`config.mk`:
```
export PLATFORM = sky130hd
export DESIGN_NAME = fdiv_shift_top
export DESIGN_NICKNAME = d
export VERILOG_FILES = /design/src/rtl/fdiv_pkg.sv /design/src/rtl/fdiv_fsm.sv /design/src/rtl/fdiv_ring.sv /design/src/rtl/fdiv_shift_top.sv
export SDC_FILE = /design/constraint.sdc
export NUM_CORES = 1
export LEC_CHECK = 0
export BUFFER_PORTS_ARGS = -buffer_cell sky130_fd_sc_hd__clkbuf_2
export CAP_MARGIN = 20
export CORE_MARGIN = 8
export CORE_UTILIZATION = 55
export CTS_CLUSTER_DIAMETER = 80
export DETAILED_ROUTE_END_ITERATION = 16
export PLACE_DENSITY = 0.83
export SYNTH_ARGS = -nofsm -noshare
export SYNTH_HDL_FRONTEND = slang
export SYNTH_SLANG_ARGS = --single-unit
```
`constraint.sdc`:
```
create_clock -name clk -period 2.1 [get_ports clk]
set_input_delay 0.21 -clock clk [delete_from_list [all_inputs] [get_ports clk]]
set_output_delay 0.21 -clock clk [all_outputs]
set_load 0.05 [all_outputs]
```
`src/rtl/fdiv_pkg.sv`:
```
package fdiv_pkg;
    typedef enum logic [1:0] {
        ST_OFF  = 2'd0,
        ST_ARM  = 2'd1,
        ST_RUN  = 2'd2,
        ST_PASS = 2'd3
    } fdiv_state_e;
endpackage

```
`src/rtl/fdiv_fsm.sv`:
```
module fdiv_fsm
    import fdiv_pkg::*;
(
    input  logic        clk,
    input  logic        rst,
    input  logic        en,
    input  logic        byp,
    input  logic        stb,
    output fdiv_state_e state_q,
    output fdiv_state_e state_d
);
    // Target state when the enable is high.
    fdiv_state_e live_st;
    // Target state when the enable is low.
    fdiv_state_e idle_st;

    always_comb begin
        live_st = byp ? ST_PASS : ST_RUN;
        idle_st = stb ? ST_ARM  : ST_OFF;
        unique case (state_q)
            ST_OFF:  state_d = en ? live_st : idle_st;
            ST_ARM:  state_d = en ? live_st : idle_st;
            ST_RUN:  state_d = en ? live_st : idle_st;
            ST_PASS: state_d = en ? live_st : idle_st;
            default: state_d = ST_OFF;
        endcase
    end

    always_ff @(posedge clk) begin
        if (rst) state_q <= ST_OFF;
        else     state_q <= state_d;
    end
endmodule

```
`src/rtl/fdiv_ring.sv`:
```
module fdiv_ring #(
    parameter int                 PAT_W  = 15,
    parameter int                 RING_W = 25,
    parameter int                 LEN0   = 12,
    parameter int                 LEN1   = 14,
    parameter int                 LEN2   = 15,
    parameter int                 LEN3   = 25,
    parameter logic [RING_W-1:0]  FIX_PAT = 25'b1110001110001110001111000
) (
    input  logic              clk,
    input  logic              rst,
    input  logic              load,
    input  logic              shift,
    input  logic [1:0]        sel_in,
    input  logic [PAT_W-1:0]  pat,
    output logic              head,
    output logic [RING_W-1:0] ring_q
);
    localparam int LW = $clog2(RING_W + 1);

    logic [1:0]        sel_q;
    logic [LW-1:0]     len_cur;
    logic [LW-1:0]     len_new;
    logic [RING_W-1:0] rot;
    logic [RING_W-1:0] preset;

    function automatic logic [LW-1:0] len_of(input logic [1:0] s);
        unique case (s)
            2'd0:    len_of = LW'(LEN0);
            2'd1:    len_of = LW'(LEN1);
            2'd2:    len_of = LW'(LEN2);
            default: len_of = LW'(LEN3);
        endcase
    endfunction

    function automatic logic [RING_W-1:0] mask_of(input logic [LW-1:0] n);
        logic [RING_W-1:0] m;
        for (int i = 0; i < RING_W; i++) m[i] = (LW'(i) < n);
        return m;
    endfunction

    always_comb begin
        len_cur = len_of(sel_q);
        len_new = len_of(sel_in);
        head    = ring_q[len_cur - LW'(1)];
        rot     = '0;
        rot[0]  = head;
        for (int i = 1; i < RING_W; i++)
            rot[i] = (LW'(i) < len_cur) ? ring_q[i-1] : 1'b0;
        if (sel_in == 2'd3) preset = FIX_PAT;
        else                preset = RING_W'(pat) & mask_of(len_new);
    end

    always_ff @(posedge clk) begin
        if (rst) begin
            ring_q <= '0;
            sel_q  <= 2'd0;
        end else if (load) begin
            ring_q <= preset;
            sel_q  <= sel_in;
        end else if (shift) begin
            ring_q <= rot;
        end
    end
endmodule

```
`src/rtl/fdiv_shift_top.sv`:
```
module fdiv_shift_top
    import fdiv_pkg::*;
#(
    parameter int                 PAT_W  = 15,
    parameter int                 RING_W = 25,
    parameter int                 LEN0   = 12,
    parameter int                 LEN1   = 14,
    parameter int                 LEN2   = 15,
    parameter int                 LEN3   = 25,
    parameter logic [RING_W-1:0]  FIX_PAT = 25'b1110001110001110001111000
) (
    input  logic             clk,
    input  logic             rst,
    input  logic [PAT_W+4:0] ctrl_word,
    output logic             clk_out
);
    localparam int CTRL_W  = PAT_W + 5;
    localparam int EN_BIT  = CTRL_W - 1;
    localparam int BYP_BIT = CTRL_W - 2;
    localparam int SEL_HI  = CTRL_W - 3;
    localparam int STB_BIT = PAT_W;

    fdiv_state_e       state_q;
    fdiv_state_e       state_d;
    logic              head;
    logic [RING_W-1:0] ring_q;
    logic              out_q;

    fdiv_fsm u_fsm (
        .clk     (clk),
        .rst     (rst),
        .en      (ctrl_word[EN_BIT]),
        .byp     (ctrl_word[BYP_BIT]),
        .stb     (ctrl_word[STB_BIT]),
        .state_q (state_q),
        .state_d (state_d)
    );

    fdiv_ring #(
        .PAT_W   (PAT_W),
        .RING_W  (RING_W),
        .LEN0    (LEN0),
        .LEN1    (LEN1),
        .LEN2    (LEN2),
        .LEN3    (LEN3),
        .FIX_PAT (FIX_PAT)
    ) u_ring (
        .clk    (clk),
        .rst    (rst),
        .load   (state_d == ST_ARM),
        .shift  (state_d == ST_RUN),
        .sel_in (ctrl_word[SEL_HI -: 2]),
        .pat    (ctrl_word[PAT_W-1:0]),
        .head   (head),
        .ring_q (ring_q)
    );

    always_ff @(posedge clk) begin
        if (rst) out_q <= 1'b0;
        else     out_q <= (state_d == ST_RUN) ? head : 1'b0;
    end

    always_comb begin
        unique case (state_q)
            ST_PASS: clk_out = clk;
            default: clk_out = out_q;
        endcase
    end
endmodule

```
==> qor.yml <==
status:
  status: "finished clean"
worst_hold_path:
  holdPathStages: 3
  worstHoldEndpoint: "u_ring.ring_q[2]"
  min_from: "ctrl_word[2]"
  min_path_type: "primary input to flop"
clocking:
  cts_resized: 0
  ctsHoldBuffers: 0
  cts_tree: "done"
  postCtsSetupBuffers: 0
  clkLatencyLatePin_ns: 0.44
  clkTransAtPathRegs_ns: 0.08
synthesis:
  synth-compound-area-share_pct: 18.7
  synthCells: 158
  ys_ff_latch: 30
  syn-cell-area_sq_um: 1460
  synth_top_area_share_pct: 41.1
  synth-xor-area-share_pct: 0.600
  synth.distinct_cells: 36
  synth_adder_area_share_pct: 6.68
  ys_warn_count: 0
  synth.area.top_cells: "dfxtp_1 41%, a221oi_1 8.4%, mux2i_1 6.2%"
  synth_top_family_by_area: "compound AO/OA/AOI/OAI gates"
  ys_seq_area_share_pct: 41.1
  synth_mux_area_share_pct: 6.94
  synth-simple-area-share_pct: 18.3
  synth_fp_nets: 187
  synth_area_leader_cell: "dfxtp_1"
  syn_avg_cell_area_sq_um: 9.24
timing:
  maxSlewViolCount: 0
  rsz0062_at_grt: "no"
  fin_setup_tns_ns: 0
  tightest_slew_ns: 0.603
  setup_viol: 0
  fin_ws_ns: 0.117
  slew_headroom_pct: 59.8
  finalHoldViolCount: 0
  skew_ns: 0.00880
power:
  power.leakage_nw: 0.669
  total_power_mw: 1.29
  pwr_density_cell_nw_per_um2: 771
  ir_drop_mv: 0.483
placement:
  gp_congestion: 0.793
  dp.final_hpwl_mm: 2.33
  io_buffers: 22
  postPlaceCellArea_sq_um: 1600
  pre_cts_ws_ns: 0.150
worst_setup_path:
  endpoint_kind: "primary output"
  critPathLaunchType: "clock port"
  arrival_ns: 1.77
  slowest_stage: "mux2_2"
  reg2reg_depth: 6
  worstReg2RegEnd: "out_q"
  crit_family: "buffers and inverters"
  worst_ep_required_time_ns: 1.89
  timing_worst_setup_path_type: "clock port to primary output"
  reg2reg_slack_ns: 0.34
  crit_buf_inv: 3
  r2r_start: "u_ring.sel_q[0]"
  crit_path_cell_trace: "clkbuf_4, clkbuf_4, mux2_2, clkbuf_2"
  crit_path_max_incr_delay_ns: 0.25
  path_max_fanout: 2
  path_common_cell: "clkbuf_4"
drt:
  drt-wirelength-per-cell_um: 15.1
  via_per_inst: 5.93
  vias: 1270
  remaining_drc_errors: 0
  firstDrtPassIters: 6
  ant_nets: 0
  drt_iter0_markers: 76
  wirelength_mm: 3.24
final_layout:
  antennaDiodeCount: 0
  nFillCells: 206
  drive_gt1_share_pct: 21.7
  final_cell_mix: "30 x dfxtp_1, 22 x clkbuf_2, 15 x inv_1"
  area_delta_synth_final_pct: 14.4
  final_cell_area_sq_um: 1670
  fin_nets: 214
  final_common_cell: "dfxtp_1"
floorplanning:
  die-area_sq_um: 4560
  coreArea_sq_um: 2500
  die_h_um: 67.5
  ios: 23
  rows: 18
  die_x_um: 67.5
  initial_utilization_pct: 58.4
global_route:
  overflow: 0
  grt.met3_usage_pct: 8.61
  grt_pass1_wl_mm: 5.51
  gr-max-usage-layer: "met2"
  grtUsageTotal_pct: 16.2
  grt_max_degree: 31
  antenna_found_initial: 0
  grtUsageMet1_pct: 16.6
  first_global_vias: 1323
  met2_usage_pct: 24.7
run:
  cap_violations: 0
stage by stage:
step           std cells  hold slack [ns]  utilization [%]
6_report             214           0.0162             66.8
3_3_place_gp         205            0.441             63.9
5_1_grt              214           0.0460             66.8
2_1_floorplan        158            0.286                -
3_5_place_dp         205            0.451             63.9
4_1_cts              214           0.0115             66.8
worst reg2reg max path: stages, from the launching register on:
cell and delay (ns):
dfxtp_1 0.42, inv_1 0.10, ha_1 0.26, nor2b_1 0.17, o41ai_1 0.45, a211oi_1 0.09
nor3b_1 0.19
cell families (layout without fill, tap and decap cells):
logic type                 Yosys count  count (layout)
adders and majority gates            8               8
xor gates and xnor gates             1               1
DFF                                 30              30
buffers and inverters               26              52
AOI/OAI and AO/OA                   34              34
muxes                               10              10
and+or+nand+nor                     49              49
per-layer routing:
layer  share of wire [%]  wire length, um
met5                   0                0
met4                 3.3              108
met3                 6.7              216
met2                  47             1510
met1                  43             1400
area by class of cell:
type	instances	area [sq um]	share of cell area [%]
multi-input cells	102	747	44.7
repair buffers	27	150	8.99
flip-flops and latches	30	601	36.0
well taps	30	37.5	2.25
clock buffers	10	78.8	4.72
inverters	15	56.3	3.37
worst max-delay path by stage:
| stage | startpoint | endpoint | slack, ns | cells after the start |
|---|---|---|---|---|
| 6_report | clk | clk_out | 0.12 | 4 |
| 3_5_place_dp | ctrl_word[19] | u_ring.ring_q[0] | 0.15 | 8 |
| 4_1_cts | clk | clk_out | 0.11 | 4 |
| 2_1_floorplan | ctrl_word[19] | u_ring.ring_q[0] | 0.40 | 8 |
| 5_1_grt | clk | clk_out | 0.1 | 4 |
| 3_3_place_gp | ctrl_word[19] | u_ring.ring_q[0] | 0.30 | 8 |
flip-flops by register name (all words and copies together) (netlist names):
register and cells:
u_fsm.state_q 2, out_q 1, u_ring.ring_q 25, u_ring.sel_q 2
synthesized netlist by cell type:
library cell,instances
dfxtp_1,30
inv_1,15
a221oi_1,14
nor2_1,13
nand2_1,12
mux2i_1,9
a21oi_1,7
ha_1,7
nor2b_1,7
nand3b_1,5
clkbuf_1,4
nor3b_1,4
a222oi_1,3
buf_2,3
buf_1,2
nand4b_1,2
nor3_1,2
a2111oi_0,1
a2111oi_2,1
a211oi_1,1
a311oi_1,1
a31oi_1,1
a32o_1,1
and2_4,1
buf_4,1
buf_6,1
maj3_1,1
mux2_2,1
nand2b_1,1
o21ai_0,1
o21bai_1,1
o31ai_1,1
o41ai_1,1
or3b_1,1
or4b_1,1
xor2_1,1
power by group:
part	internal [mW]	switching (mW)
Sequential	0.611	0.0255
Combinational	0.0993	0.118
Clock	0.217	0.217
Power figures use the tool's default switching activity.
